--- config.mk ---
export PLATFORM = sky130hd
export DESIGN_NAME = ppreg_host
export DESIGN_NICKNAME = d
export VERILOG_FILES = /design/src/rtl/ppreg_pkg.sv /design/src/rtl/ppreg_decode.sv /design/src/rtl/ppreg_fifo.sv /design/src/rtl/ppreg_tmo.sv /design/src/rtl/ppreg_host.sv
export SDC_FILE = /design/constraint.sdc
export NUM_CORES = 1
export LEC_CHECK = 0
export ABC_AREA = 1
export CAP_MARGIN = 20
export CORE_MARGIN = 2
export CORE_UTILIZATION = 52
export DETAILED_ROUTE_END_ITERATION = 7
export GPL_ROUTABILITY_DRIVEN = 1
export PLACE_DENSITY_LB_ADDON = 0.3
export SLEW_MARGIN = 20
export SYNTH_ARGS = -nofsm -noshare
export SYNTH_HDL_FRONTEND = slang
export SYNTH_SLANG_ARGS = --single-unit
--- constraint.sdc ---
create_clock -name clk -period 2.4 [get_ports clk]
set_input_delay 0.48 -clock clk [delete_from_list [all_inputs] [get_ports clk]]
set_output_delay 0.48 -clock clk [all_outputs]
set_load 0.01 [all_outputs]
--- src/rtl/ppreg_pkg.sv ---
package ppreg_pkg;

  localparam int OFF_DATA = 'h000;
  localparam int OFF_STAT = 'h001;
  localparam int OFF_CTRL = 'h002;
  localparam int OFF_XADR = 'h003;
  localparam int OFF_XDAT = 'h004;
  localparam int OFF_FIFO = 'h400;
  localparam int OFF_CFGB = 'h401;
  localparam int OFF_ECR  = 'h402;

  typedef enum logic [2:0] {
    MODE_STD       = 3'b000,
    MODE_BIDIR     = 3'b001,
    MODE_FIFO_FWD  = 3'b010,
    MODE_EXT       = 3'b011,
    MODE_RSV       = 3'b100,
    MODE_XFER      = 3'b101,
    MODE_FIFO_TEST = 3'b110,
    MODE_CFG       = 3'b111
  } port_mode_e;

  typedef struct packed {
    logic data;
    logic stat;
    logic ctrl;
    logic xadr;
    logic xdat;
    logic fifo;
    logic cfgb;
    logic ecr;
  } reg_sel_t;

  function automatic logic [7:0] ecr_pack(input port_mode_e mode, input logic [2:0] mid,
                                          input logic full, input logic empty);
    return {mode, mid, full, empty};
  endfunction

  function automatic logic [7:0] ctrl_pack(input logic [5:0] c);
    return {2'b00, c};
  endfunction

  function automatic logic [7:0] stat_pack(input logic [4:0] lines, input logic tmo);
    return {lines, 2'b00, tmo};
  endfunction

endpackage

--- src/rtl/ppreg_decode.sv ---
module ppreg_decode
  import ppreg_pkg::*;
#(
  parameter int ADDR_W = 11
) (
  input  logic [ADDR_W-1:0] addr,
  output reg_sel_t          sel
);
  always_comb begin
    sel = '0;
    case (addr)
      ADDR_W'(OFF_DATA): sel.data = 1'b1;
      ADDR_W'(OFF_STAT): sel.stat = 1'b1;
      ADDR_W'(OFF_CTRL): sel.ctrl = 1'b1;
      ADDR_W'(OFF_XADR): sel.xadr = 1'b1;
      ADDR_W'(OFF_XDAT): sel.xdat = 1'b1;
      ADDR_W'(OFF_FIFO): sel.fifo = 1'b1;
      ADDR_W'(OFF_CFGB): sel.cfgb = 1'b1;
      ADDR_W'(OFF_ECR):  sel.ecr  = 1'b1;
      default:           sel      = '0;
    endcase
  end
endmodule

--- src/rtl/ppreg_fifo.sv ---
module ppreg_fifo #(
  parameter int DEPTH = 16,
  parameter int W     = 8
) (
  input  logic         clk,
  input  logic         rst_n,
  input  logic         push_req,
  input  logic [W-1:0] push_data,
  input  logic         pop_req,
  output logic [W-1:0] head,
  output logic         empty,
  output logic         full,
  output logic         push_ok,
  output logic         pop_ok
);
  localparam int PW = (DEPTH > 1) ? $clog2(DEPTH) : 1;
  localparam int CW = $clog2(DEPTH + 1);

  function automatic logic [PW-1:0] ptr_next(input logic [PW-1:0] p);
    return (p == PW'(DEPTH - 1)) ? '0 : p + 1'b1;
  endfunction

  logic [W-1:0]  mem [DEPTH];
  logic [PW-1:0] wp, rp;
  logic [CW-1:0] cnt;

  assign empty   = (cnt == '0);
  assign full    = (cnt == CW'(DEPTH));
  assign push_ok = push_req && !full;
  assign pop_ok  = pop_req && !empty;
  assign head    = mem[rp];

  always_ff @(posedge clk) begin
    if (push_ok) mem[wp] <= push_data;
  end

  always_ff @(posedge clk) begin
    if (!rst_n) begin
      wp  <= '0;
      rp  <= '0;
      cnt <= '0;
    end else begin
      if (push_ok) wp <= ptr_next(wp);
      if (pop_ok)  rp <= ptr_next(rp);
      case ({push_ok, pop_ok})
        2'b10:   cnt <= cnt + 1'b1;
        2'b01:   cnt <= cnt - 1'b1;
        default: cnt <= cnt;
      endcase
    end
  end

  a_r8_no_overflow: assert property (@(posedge clk) disable iff (!rst_n)
    cnt <= CW'(DEPTH));
  a_r8_drop_when_full: assert property (@(posedge clk) disable iff (!rst_n)
    (full && push_req && !pop_req) |=> (full && $stable(cnt)));
  a_r7_push_clears_empty: assert property (@(posedge clk) disable iff (!rst_n)
    push_ok |=> !empty);
  a_r9_no_pop_when_empty: assert property (@(posedge clk) disable iff (!rst_n)
    (empty && pop_req && !push_req) |=> empty);
endmodule

--- src/rtl/ppreg_tmo.sv ---
module ppreg_tmo (
  input  logic clk,
  input  logic rst_n,
  input  logic tmo_pulse,
  input  logic clr_req,
  output logic flag
);
  always_ff @(posedge clk) begin
    if (!rst_n)         flag <= 1'b0;
    else if (tmo_pulse) flag <= 1'b1;
    else if (clr_req)   flag <= 1'b0;
  end

  a_r10_pulse_sets: assert property (@(posedge clk) disable iff (!rst_n)
    tmo_pulse |=> flag);
  a_r10_write_clears: assert property (@(posedge clk) disable iff (!rst_n)
    (clr_req && !tmo_pulse) |=> !flag);
  a_r10_sticky: assert property (@(posedge clk) disable iff (!rst_n)
    (flag && !clr_req) |=> flag);
endmodule

--- src/rtl/ppreg_host.sv ---
module ppreg_host
  import ppreg_pkg::*;
#(
  parameter int         ADDR_W     = 11,
  parameter int         FIFO_DEPTH = 16,
  parameter logic [7:0] CFGB_VALUE = 8'h14,
  parameter logic [5:0] CTRL_RESET = 6'h0C
) (
  input  logic              clk,
  input  logic              rst_n,
  input  logic [ADDR_W-1:0] host_addr,
  input  logic              host_wr,
  input  logic              host_rd,
  input  logic [7:0]        host_wdata,
  output logic [7:0]        host_rdata,
  input  logic [7:0]        pins_in,
  output logic [7:0]        pins_out,
  output logic              pins_oe,
  output logic [3:0]        ctrl_pins,
  input  logic [4:0]        status_pins,
  input  logic              epp_timeout
);
  localparam int DIR_BIT = 5;

  reg_sel_t   sel;
  logic [7:0] data_q, xadr_q, xdat_q, last_rd_q;
  logic [5:0] ctrl_q;
  port_mode_e mode_q;
  logic [2:0] mid_q;

  logic wr_data, wr_ctrl, wr_xadr, wr_xdat, wr_ecr, wr_stat;
  logic fifo_test, push_req, pop_req;
  logic fifo_empty, fifo_full, push_ok, pop_ok, tmo_flag;
  logic [7:0] fifo_head, fifo_view, ecr_view;

  ppreg_decode #(.ADDR_W(ADDR_W)) u_dec (.addr(host_addr), .sel(sel));

  assign wr_data   = host_wr && sel.data;
  assign wr_ctrl   = host_wr && sel.ctrl;
  assign wr_xadr   = host_wr && sel.xadr;
  assign wr_xdat   = host_wr && sel.xdat;
  assign wr_ecr    = host_wr && sel.ecr;
  assign wr_stat   = host_wr && sel.stat;
  assign fifo_test = (mode_q == MODE_FIFO_TEST);
  assign push_req  = host_wr && sel.fifo && fifo_test;
  assign pop_req   = host_rd && sel.fifo && fifo_test;

  ppreg_fifo #(.DEPTH(FIFO_DEPTH), .W(8)) u_fifo (
    .clk(clk), .rst_n(rst_n),
    .push_req(push_req), .push_data(host_wdata), .pop_req(pop_req),
    .head(fifo_head), .empty(fifo_empty), .full(fifo_full),
    .push_ok(push_ok), .pop_ok(pop_ok)
  );

  ppreg_tmo u_tmo (
    .clk(clk), .rst_n(rst_n), .tmo_pulse(epp_timeout),
    .clr_req(wr_stat && host_wdata[0]), .flag(tmo_flag)
  );

  always_ff @(posedge clk) begin
    if (!rst_n) begin
      data_q    <= '0;
      ctrl_q    <= CTRL_RESET;
      xadr_q    <= '0;
      xdat_q    <= '0;
      mode_q    <= MODE_STD;
      mid_q     <= '0;
      last_rd_q <= '0;
    end else begin
      if (wr_data) data_q <= host_wdata;
      if (wr_ctrl) ctrl_q <= host_wdata[5:0];
      if (wr_xadr) xadr_q <= host_wdata;
      if (wr_xdat) xdat_q <= host_wdata;
      if (wr_ecr) begin
        mode_q <= port_mode_e'(host_wdata[7:5]);
        mid_q  <= host_wdata[4:2];
      end
      if (pop_ok) last_rd_q <= fifo_head;
    end
  end

  assign fifo_view = fifo_empty ? last_rd_q : fifo_head;
  assign ecr_view  = ecr_pack(mode_q, mid_q, fifo_full, fifo_empty);
  assign pins_out  = data_q;
  assign pins_oe   = !ctrl_q[DIR_BIT];
  assign ctrl_pins = ctrl_q[3:0];

  always_comb begin
    host_rdata = 8'h00;
    if (sel.data)      host_rdata = ctrl_q[DIR_BIT] ? pins_in : data_q;
    else if (sel.stat) host_rdata = stat_pack(status_pins, tmo_flag);
    else if (sel.ctrl) host_rdata = ctrl_pack(ctrl_q);
    else if (sel.xadr) host_rdata = xadr_q;
    else if (sel.xdat) host_rdata = xdat_q;
    else if (sel.fifo) host_rdata = fifo_view;
    else if (sel.cfgb) host_rdata = CFGB_VALUE;
    else if (sel.ecr)  host_rdata = ecr_view;
  end

  a_r6_ctrl_keeps_ecr: assert property (@(posedge clk) disable iff (!rst_n)
    wr_ctrl |=> $stable(ecr_view));
  a_r6_ecr_keeps_ctrl: assert property (@(posedge clk) disable iff (!rst_n)
    wr_ecr |=> $stable(ctrl_pins) && $stable(pins_oe));
  a_r4_dir_off: assert property (@(posedge clk) disable iff (!rst_n)
    (wr_ctrl && host_wdata[DIR_BIT]) |=> !pins_oe);
  a_r9_mode_gate: assert property (@(posedge clk) disable iff (!rst_n)
    (!fifo_test && !push_ok && !pop_ok) |=> $stable(fifo_empty) && $stable(fifo_full));
endmodule

==> Word-level counts from Yosys, hierarchy flattened <==
Memories as Yosys holds them, arrays and structs flattened. A register that Yosys moved wholly into a read port is not among the register bits.
Index checks and enable logic that the tools add are counted.
{ "word_totals": {"register_bits": 58, "ramBits": 128, "out_inout_bits": 21, "word_cells": 76, "mem_count": 1} }
{ "memory_table": {"columns": ["memory", "words", "word_bits", "read_ports", "rd_ports_with_merged_regs", "wr", "line", "source"], "rows": [
  ["u_fifo.mem", 16, 8, 1, 1, 1, "ppreg_fifo.sv:23", "logic [W-1:0] mem [DEPTH];"]
]} }
{ "op_classes": {"add_sub_neg": 4, "n_eq_ne": 13, "n_mux": 27, "n_reduce_logical": 20} }
{ "op_table": {"columns": ["operator", "count"], "rows": [
  ["$mux W8", 10],
  ["$eq A11 B11 Y1 const B", 3],
  ["$eq A11 B2 Y1 const B", 2],
  ["$mux W4", 4],
  ["$logic_and A1 B1 Y1", 13],
  ["$mux W1", 12],
  ["$eq A11 B1 Y1 const B", 1],
  ["$eq A11 B3 Y1 const B", 1],
  ["$logic_not A11 Y1", 1],
  ["$pmux W5 S2", 1],
  ["$add A4 B1 Y4 const B", 2],
  ["$eq A4 B4 Y1 const B", 2],
  ["$add A5 B1 Y5 const B", 1],
  ["$eq A5 B5 Y1 const B", 1],
  ["$logic_not A5 Y1", 1],
  ["$sub A5 B1 Y5 const B", 1],
  ["$reduce_bool A2 Y1", 2],
  ["$eq A3 B3 Y1 const B", 1],
  ["$logic_not A1 Y1", 3],
  ["$eq A2 B1 Y1 const B", 1],
  ["$eq A2 B2 Y1 const B", 1]
]} }

==> Depth between registers and ports, before layout <==
Gate-level depths: netlist of run 1.
{ "logic_depth": {"depth_word": 10, "ltp_mapped": 19, "depth_no_buf": 18} }

==> Modules after synthesis <==
From an unflattened synthesis of run 1, not the netlist that was laid out.
{ "unflattened": {"hier_cells": 954, "area_unflattened_um2": 8723.4} }
{ "by_module_without_submodules": {"columns": ["mod", "n_inst", "cells_per_inst", "area_each_um2", "seq_area_each_um2"], "rows": [
  ["ppreg_fifo", 1, 547, 6213.5, 4184.0],
  ["ppreg_host", 1, 369, 2293.4, 880.8],
  ["ppreg_decode", 1, 32, 172.7, 0.0],
  ["ppreg_tmo", 1, 6, 43.8, 20.0]
]} }

==> Least setup slack after synthesis of run 1 <==
OpenSTA, ideal clock, no wires.
{ "synth_path": {"path_type": "input to register", "start": "in host_wr", "end": "reg u_fifo.cnt[4]", "arrival_time_ns": 2.424, "required_ns": 2.280, "slack_ns": -0.144, "path_stages": 17, "cell_sequence": "clkbuf_1 nand3_1 nor2_2 inv_1 ha_1 clkbuf_1 xnor2_1 inv_1 ha_1 inv_1 nand2_2 nand2_1 nand2_1 nand2_1 nand2_1 nand2_1 a21oi_2"} }
{ "synth_between": {"elab_chain_cells": 5} }
{ "synth_lines": {"columns": ["element", "line", "source"], "rows": [
  ["from (decl)", "ppreg_host.sv:12", "input logic host_wr,"],
  ["$logic_and A1 B1 Y1 * (2 in a row)", "ppreg_host.sv:45", "assign push_req = host_wr && sel.fifo && fifo_test;"],
  ["$logic_and A1 B1 Y1 *", "ppreg_fifo.sv:29", "assign push_ok = push_req && !full;"],
  ["$eq A2 B1 Y1 or $eq A2 B2 Y1 (tied branches)", "ppreg_fifo.sv:45", "case ({push_ok, pop_ok})"],
  ["$pmux W5 S2 or $reduce_bool A2 Y1 (tied branches)", null, null],
  ["to (signal assigned)", "ppreg_fifo.sv:46", "2'b10: cnt <= cnt + 1'b1;"],
  ["to (signal assigned)", "ppreg_fifo.sv:47", "2'b01: cnt <= cnt - 1'b1;"],
  ["to (signal assigned)", "ppreg_fifo.sv:48", "default: cnt <= cnt;"],
  ["to (decl)", "ppreg_fifo.sv:25", "logic [CW-1:0] cnt;"]
]} }
Mark *: on every way between the ends. The rest lies on a longest branch, timed or not.
A chain may end at the register's enable or synchronous reset.

==> flow_metrics.py, run 1 <==
metrics = {
    "sta": {
        "finalCriticalPeriod_ns": 2.89,
        "slew_headroom": 0.489,
        "hold_viol_final": 0,
        "rsz0062_at_grt": "yes",
        "setup_tns_ns": -3.73,
        "finClkSkew_ns": 0.0103,
        "tightestPinTransition_ns": 0.764,
        "period_share": 1.21,
        "finalWorstSetupSlack_ns": -0.495,
        "setup_viol": 9,
        "slew_viol_final": 0,
        "whs_ns": 0.450,
        "fmaxAchievable_mhz": 345,
    },
    "logic_synthesis": {
        "synth_xor_area_frac": 0.00716,
        "synth_top_area_share": 0.449,
        "synth_flop_cell": "edfxtp_1",
        "synth_common_cells": "nand2_1 (178), edfxtp_1 (128), inv_1 (98), nand3_1 (93), o21ai_0 (92)",
        "synth.distinct_cells": 37,
        "synth.largest_area_cell": "edfxtp_1",
        "synthCells": 922,
        "synth_area_mm2": 0.00856,
        "synthMuxAreaShare": 0,
        "synth_compound_area_frac": 0.113,
        "avgSynthCellArea_um2": 9.28,
        "synth.most_common_cell": "nand2_1",
        "synthAdderAreaFrac": 0.0102,
        "ys_ff_latch": 190,
        "synth-seq-area-share": 0.594,
        "synth_edf_count": 128,
        "yosys.area_share.simple": 0.201,
        "synthTopCellsByArea": "edfxtp_1 (45%), dfxtp_1 (15%), nand2_1 (7.8%)",
        "synth_top_family_by_area": "simple AND/OR/NAND/NOR gates",
        "syn_nets": 966,
        "yosys_warnings": 0,
        "async_reset_ff_frac": 0,
    },
    "clocking": {
        "cts-root-buf": "clkbuf_16",
        "cts.clk_slew.worst_paths_ns": 0.07,
        "cts.sink_count": 190,
        "worstSkewPairLatency_ns": 0.44,
        "cts_tree": "built",
        "cts_hold_buf": 0,
        "htreeDepth": 4,
        "clockBufferDepth": 2,
        "cts_made_buffers": 17,
    },
    "worst_hold_path": {
        "hp-class": "register to register",
        "min_to": "xdat_q[0]",
        "min_path_cells": 2,
        "hp-start": "xdat_q[0]",
    },
    "detailed_routing": {
        "routed_via_density": 5.84,
        "detail_route.iter0.violations": 930,
        "drt-pass1-iter-count": 5,
        "ant_nets": 0,
        "vias": 7715,
        "avgRoutedWirePerCell_um": 19.8,
        "drc": 0,
        "wirelength_um": 26100,
    },
    "power_and_ir_drop": {
        "leakagePower_nw": 4.46,
        "peakVddDrop_uv": 545,
        "clkPwrFrac": 0.434,
        "swShare": 0.214,
        "p_switching_mw": 1.40,
        "power_mw": 6.51,
        "internal-power_mw": 5.12,
        "p_comb_frac": 0.031,
        "p_seq_frac": 0.535,
        "powerDensity_mw_per_mm2": 571,
    },
    "worst_setup_path": {
        "path_max_fanout": 12,
        "start_kind": "register",
        "end_kind": "output pin",
        "reg2reg_slack_ns": -0.32,
        "reg2reg_to": "last_rd_q[3]",
        "required_ns": 1.92,
        "arrival_ns": 2.41,
        "r2r_cells": 20,
        "worstSetupPathType": "register to output pin",
    },
    "finish": {
        "area_growth_pct": 33.3,
        "antenna_cells": 0,
        "final_cells": 1322,
        "fin_nets": 1138,
        "fin_util": 0.713,
        "finalInstanceArea_mm2": 0.0114,
        "layout-drive-gt1-share": 0.275,
    },
    "global_route": {
        "grtUsageTotal": 0.285,
        "antenna_found_initial": 0,
        "grt_max_degree": 34,
        "grt_pass1_wl_um": 38100,
        "grt_overflow": 0,
        "grt_pass1_vias": 7097,
    },
    "floorplan": {
        "core_mm2": 0.0160,
        "io_pins": 58,
        "die_w_um": 132,
        "die_y_um": 132,
        "row_count": 46,
        "start_util": 0.535,
        "die_area_mm2": 0.0175,
    },
    "placed_design": {
        "dpl_cell_area_mm2": 0.0100,
        "gp_congestion": 0.896,
        "dp_hpwl_um": 14800,
        "dp_slack_ns": -0.773,
        "dp.cells": 1248,
        "portBuffers": 57,
    },
    "run_status": {
        "status": "finished with violations",
        "violations": "setup timing",
    },
    "job": {
        "timing.max_cap.violations": 0,
    },
}
-- logic make-up after synthesis --
| family | count (synthesis) |
|---|---|
| compound gates | 179 |
| fa+ha+maj | 7 |
| simple gates | 390 |
| buf+inv | 149 |
| flops | 190 |
| xor+xnor | 7 |
-- worst max-delay path: stages (launching register included) --
cell      delay, ns
dfxtp_4        0.38
inv_8          0.10
buf_16         0.14
nor2_1         0.04
nor2_1         0.11
o21ai_0        0.14
o211ai_1       0.13
nand3_1        0.24
nand3_2        0.18
nand2_2        0.06
nand3b_1       0.10
nand2_1        0.07
a21oi_2        0.13
buf_2          0.14
-- routing by layer --
layer	part of all wire	global-route usage
met2	0.46	0.450
met1	0.38	0.384
met4	0.048	0.118
met3	0.10	0.0607
met5	0	0
-- power groups by stage --
stage	Clock [mW]	Combinational (mW)	Sequential, mW
finish	2.82	0.203	3.49
CTS	2.80	0.196	3.49
detailed placement	0	0.195	3.56
global route	2.94	0.213	3.48
floorplan	0	0.0426	3.56
global placement	0	0.192	3.56
-- area by class of cell --
type	count	area (um2)
sequential	190	5090
multi-input combinational	583	3260
inverter	104	400
clock buffer	17	425
timing repair buffer	198	1800
tap	216	270
clock inverter	14	164
fill	1101	4590
-- worst max path at each step --
stage                     slack [ns]             to  cells past startpoint
final                          -0.49  host_rdata[0]                     13
after global routing           -0.60  host_rdata[0]                     13
after CTS                      -0.39  host_rdata[3]                     16
after detailed placement       -0.77  host_rdata[1]                     11
after global placement         -0.72  host_rdata[3]                     12
after floorplan               0.0005  u_fifo.cnt[4]                     19
-- cell usage in the layout (no fill, tap or decap), types with 4 or more instances in the layout --
cell type	count
a211oi_1	4
a21oi_1	52
buf_12	7
buf_2	7
buf_4	109
buf_6	19
clkbuf_16	18
clkbuf_2	9
clkdlybuf4s50_1	38
clkinv_4	4
dfxtp_1	60
edfxtp_1	128
ha_1	5
inv_1	92
inv_2	10
nand2_1	161
nand2_2	18
nand3_1	49
nand3_2	44
nand4_1	6
nor2_1	80
nor2_2	6
nor2_4	7
nor3_1	4
o211ai_1	20
o21ai_0	74
o21ai_1	17
o21ai_2	6
xor2_1	4
-- state kept, by name, summed over array words and instances, names as in the netlist, named ones only --
signal      count
xdat_q          8
mid_q           3
u_fifo.mem    128
u_tmo.flag      1
u_fifo.rp       4
u_fifo.cnt      5
xadr_q          8
u_fifo.wp       4
last_rd_q       8
mode_q          3
pins_out        8
ctrl_q          6
-- timing repair --
action                                  4_1_cts  5_1_grt
cloned                                        3        1
setup buffers                                33        9
endpoints found under the setup margin       12       19
gates resized for setup                     159       55
pin swaps                                    58       49
Note: power is estimated with default switching activity, not from simulation.
==> run 2: changes to the inputs <==
- GPL_TIMING_DRIVEN: default -> 0
- PLACE_DENSITY: default -> 0.74
- PLACE_DENSITY_LB_ADDON: 0.3 -> default
- REMOVE_ABC_BUFFERS: default -> 1
==> flow_metrics.py, run 2 (synthesis results as in run 1) <==
metrics = {
    "clocking": {
        "cts_made_buffers": 17,
        "htreeDepth": 4,
        "cts.clk_slew.worst_paths_ns": 0.07,
        "cts_hold_buf": 0,
        "cts-root-buf": "clkbuf_16",
        "cts_tree": "built",
        "worstSkewPairLatency_ns": 0.45,
        "cts.sink_count": 190,
        "clockBufferDepth": 2,
    },
    "run_status": {
        "violations": "setup timing",
        "status": "finished with violations",
    },
    "sta": {
        "setup_viol": 8,
        "finalWorstSetupSlack_ns": -0.432,
        "slew_viol_final": 0,
        "rsz0062_at_grt": "yes",
        "slew_headroom": 0.323,
        "hold_viol_final": 0,
        "finClkSkew_ns": 0.0109,
        "setup_tns_ns": -3.17,
        "fmaxAchievable_mhz": 353,
        "period_share": 1.18,
        "finalCriticalPeriod_ns": 2.83,
        "tightestPinTransition_ns": 1.01,
    },
    "global_route": {
        "grtUsageTotal": 0.278,
        "grt_pass1_wl_um": 36700,
        "grt_max_degree": 50,
        "grt_overflow": 0,
        "grt_pass1_vias": 6637,
        "antenna_found_initial": 1,
    },
    "detailed_routing": {
        "avgRoutedWirePerCell_um": 19.7,
        "detail_route.iter0.violations": 890,
        "vias": 7112,
        "routed_via_density": 5.71,
        "ant_nets": 0,
        "drc": 0,
        "wirelength_um": 24500,
        "drt-pass1-iter-count": 6,
    },
    "floorplan": {
        "die_w_um": 132,
        "core_mm2": 0.0160,
        "io_pins": 58,
        "start_util": 0.535,
        "die_y_um": 132,
        "row_count": 46,
        "die_area_mm2": 0.0175,
    },
    "power_and_ir_drop": {
        "powerDensity_mw_per_mm2": 588,
        "leakagePower_nw": 4.04,
        "power_mw": 6.34,
        "peakVddDrop_uv": 582,
    },
    "worst_setup_path": {
        "path_max_fanout": 7,
        "worstSetupPathType": "register to output pin",
        "end_kind": "output pin",
        "arrival_ns": 2.35,
        "start_kind": "register",
        "reg2reg_from": "mode_q[2]",
        "required_ns": 1.92,
    },
    "finish": {
        "final_common_cell": "nand2_1",
        "largest_reg_flops": 128,
        "layout-drive-gt1-share": 0.215,
        "top_register": "u_fifo.mem",
        "fin_nets": 1061,
        "final_cell_mix": "nand2_1 (164), edfxtp_1 (128), inv_1 (90), o21ai_0 (81), nor2_1 (75)",
        "antenna_cells": 0,
        "fin_util": 0.675,
        "final_cells": 1246,
        "area_growth_pct": 26.1,
    },
    "placed_design": {
        "gp_congestion": 0.862,
        "dp_slack_ns": -1.24,
        "portBuffers": 57,
        "dp.cells": 1151,
        "dp_hpwl_um": 12600,
    },
    "worst_hold_path": {
        "hp-class": "input port to register",
        "hp-start": "rst_n",
    },
    "job": {
        "timing.max_cap.violations": 0,
    },
}
[run 2: changes by cell type in the layout (fill, tap and decap cells not counted), sizes merged]
cell,before,now
nor2,94,95
inv,107,113
bufinv,2,0
clkdlybuf4s50,38,36
clkinv,8,4
clkinvlp,1,5
buf,148,74
clkbuf,27,23
clkdlybuf4s15,1,0
[run 2: timing repair]
item,CTS,global route
pin swaps,48,38
setup endpoints to repair,140,123
setup buffers,45,10
gates cloned,9,0
gates resized for setup,146,69
[run 2: routing by layer]
metal,GRT usage,up-vias,wire (um)
met5,0,-,0
met4,0.119,0,811
met3,0.0565,70,2310
met2,0.454,366,12100
met1,0.362,3360,9330
li1,-,3316,-
[run 2: worst max-delay path, stage by stage (launching register included)]
cell and delay, ns:
dfxtp_4 0.37, buf_12 0.17, buf_16 0.15, buf_6 0.10
o211ai_1 0.18, nand3_1 0.17, nand3_2 0.14, nand3_2 0.08
nand2_2 0.08, nand2_2 0.06, nand2_2 0.06, nand2_1 0.05
nand2_1 0.08, a21oi_1 0.06, buf_2 0.14
[run 2: cell type report]
cell class,count,area (um2)
fillers,1233,5210
clock buffers,17,425
inverters,104,422
repair inverters,3,40.0
flip-flops and latches,190,5100
repair buffers,117,1190
clock inverters,15,124
well taps,216,270
multi-input cells,584,3220
[run 2: worst paths after layout]
check	end	slack [ns]	depth (start not counted)
setup / recovery	host_rdata[6]	-0.43	14
hold / removal	u_fifo.cnt[3]	0.31	3
setup reg to reg	u_fifo.mem[8][1]	0.14	6
hold reg to reg	xdat_q[0]	0.45	2
[run 2: power breakdown]
part / switching (mW) / total, mW / internal (mW)
clock: 1.32 / 2.68 / 1.36
combinational: 0.110 / 0.180 / 0.0699
sequential: 0.000701 / 3.48 / 3.48
[run 2: through the flow]
step / instance area, um2 / hold slack, ns
6_report: 10800 / 0.308
5_1_grt: 10800 / 0.355
4_1_cts: 10600 / 0.317
3_5_place_dp: 9170 / 0.434
3_3_place_gp: 9150 / 0.433
2_1_floorplan: 8310 / 0.420
==> run 3: changes to the inputs <==
- SLEW_MARGIN: 20 -> default
==> flow_metrics.py, run 3 (synthesis results as in run 1) <==
metrics = {
    "run_status": {
        "status": "finished with violations",
        "violations": "setup timing",
    },
    "floorplan": {
        "die_y_um": 132,
        "die_area_mm2": 0.0175,
        "die_w_um": 132,
        "core_mm2": 0.0160,
        "row_count": 46,
        "io_pins": 58,
        "start_util": 0.535,
    },
    "sta": {
        "rsz0062_at_grt": "yes",
        "slew_headroom": 0.316,
        "hold_viol_final": 0,
        "finClkSkew_ns": 0.00856,
        "setup_tns_ns": -2.71,
        "tightestPinTransition_ns": 1.02,
        "fmaxAchievable_mhz": 361,
        "setup_viol": 8,
        "finalCriticalPeriod_ns": 2.77,
        "slew_viol_final": 0,
        "finalWorstSetupSlack_ns": -0.370,
        "period_share": 1.15,
    },
    "placed_design": {
        "dp.cells": 1152,
        "dp_slack_ns": -1.24,
        "portBuffers": 57,
        "gp_congestion": 0.862,
        "dp_hpwl_um": 12800,
    },
    "global_route": {
        "grt_pass1_vias": 6494,
        "grtUsageTotal": 0.270,
        "grt_overflow": 0,
        "antenna_found_initial": 0,
        "grt_max_degree": 51,
        "grt_pass1_wl_um": 35900,
    },
    "worst_setup_path": {
        "cp_slowest_stage_delay_ns": 0.39,
        "path_cells": "buf_12 > buf_8 > o211ai_1 > nand3_4 > nand3_4 > nand3_2 > nand2_1 > nand2_1 > nand2_1 > nand2_1 > nand2_1 > a21oi_1 > buf_2",
        "cpMaxStageDelayCell": "dfxtp_4",
        "reg2reg_slack_ns": 0.08,
        "arrival_ns": 2.29,
        "r2r_cells": 7,
        "start_kind": "register",
        "path_buf_inv": 3,
        "reg2reg_from": "u_fifo.cnt[2]",
        "path_delay_family": "simple AND/OR/NAND/NOR gates",
        "path_max_fanout": 5,
        "end_kind": "output pin",
        "worstSetupPathType": "register to output pin",
        "reg2reg_to": "u_fifo.mem[3][6]",
        "required_ns": 1.92,
        "cpMostUsedCell": "nand2_1",
    },
    "power_and_ir_drop": {
        "power_mw": 6.35,
        "peakVddDrop_uv": 565,
        "powerDensity_mw_per_mm2": 580,
        "leakagePower_nw": 4.13,
    },
    "finish": {
        "final_cells": 1258,
        "nFillCells": 1228,
        "fin_nets": 1073,
        "fin_util": 0.683,
        "final_cell_mix": "nand2_1 (158), edfxtp_1 (128), inv_1 (91), o21ai_0 (72), nor2_1 (62)",
        "largest_reg_flops": 128,
        "layout-drive-gt1-share": 0.243,
        "final_common_cell": "nand2_1",
        "antenna_cells": 0,
        "top_register": "u_fifo.mem",
        "area_growth_pct": 27.8,
    },
    "detailed_routing": {
        "routed_via_density": 5.72,
        "drt-pass1-iter-count": 5,
        "vias": 7195,
        "highest_layer": "met4",
        "met1Wirelength_um": 9610,
        "drc": 0,
        "ant_nets": 0,
        "route.met2.wl_um": 12100,
        "detail_route.iter0.violations": 965,
        "wirelength_um": 24300,
        "wl_met3_um": 1900,
        "avgRoutedWirePerCell_um": 19.3,
    },
    "worst_hold_path": {
        "min_path_cells": 2,
        "hp-start": "xadr_q[5]",
        "hp-class": "register to register",
        "min_to": "xadr_q[5]",
    },
    "clocking": {
        "cts.sink_count": 190,
        "cts_hold_buf": 0,
        "cts-root-buf": "clkbuf_16",
        "cts_made_buffers": 17,
        "clockBufferDepth": 2,
        "worstSkewPairLatency_ns": 0.44,
        "cts_tree": "built",
        "htreeDepth": 4,
        "cts.clk_slew.worst_paths_ns": 0.07,
    },
    "job": {
        "timing.max_cap.violations": 0,
    },
}
==> run 3: worst max path at each step <==
stage,end,cells after the start,slack (ns),start
3_3_place_gp,host_rdata[4],15,-2.85,register
4_1_cts,host_rdata[6],13,-0.35,register
5_1_grt,host_rdata[6],15,-0.47,register
3_5_place_dp,host_rdata[4],16,-1.24,register
2_1_floorplan,host_rdata[3],13,-0.80,register
6_report,host_rdata[6],13,-0.37,register
==> run 3: layer usage <==
layer,up-vias,GRT usage
met5,-,0
met4,0,0.0902
met3,64,0.0654
met2,315,0.444
met1,3474,0.354
li1,3342,-
==> run 3: final cells by class <==
cell class                      count  area, um2  area share
Clock buffer                       17        425      0.0389
Clock inverter                     15        125      0.0114
Inverter                          104        428      0.0391
Multi-Input combinational cell    585       3320       0.303
Sequential cell                   190       5100       0.466
Tap cell                          216        270      0.0247
Timing Repair Buffer              129       1240       0.113
Timing Repair inverter              2       31.3     0.00286
==> run 3: worst min-delay path, stage by stage (launching register included) <==
cell	delay (ns)
dfxtp_1	0.31
inv_1	0.05
a21oi_1	0.05
==> run 3: per-stage QoR <==
step	hold slack (ns)	cell area, um2
finish	0.448	10900
global route	0.469	10900
CTS	0.447	10600
detailed placement	0.436	9200
global placement	0.433	9150
floorplan	0.420	8310
==> run 3: report_power, final <==
part	switching, mW	internal (mW)
Combinational	0.117	0.0697
Sequential	0.000730	3.48
Clock	1.32	1.36
Total	1.43	4.91
==> run 3: repair_timing <==
action                     4_1_cts  5_1_grt
setup endpoints to repair      141      126
cloned                           7        1
gates resized for setup        162       87
pin swaps                       58       48
setup buffers                   49       17
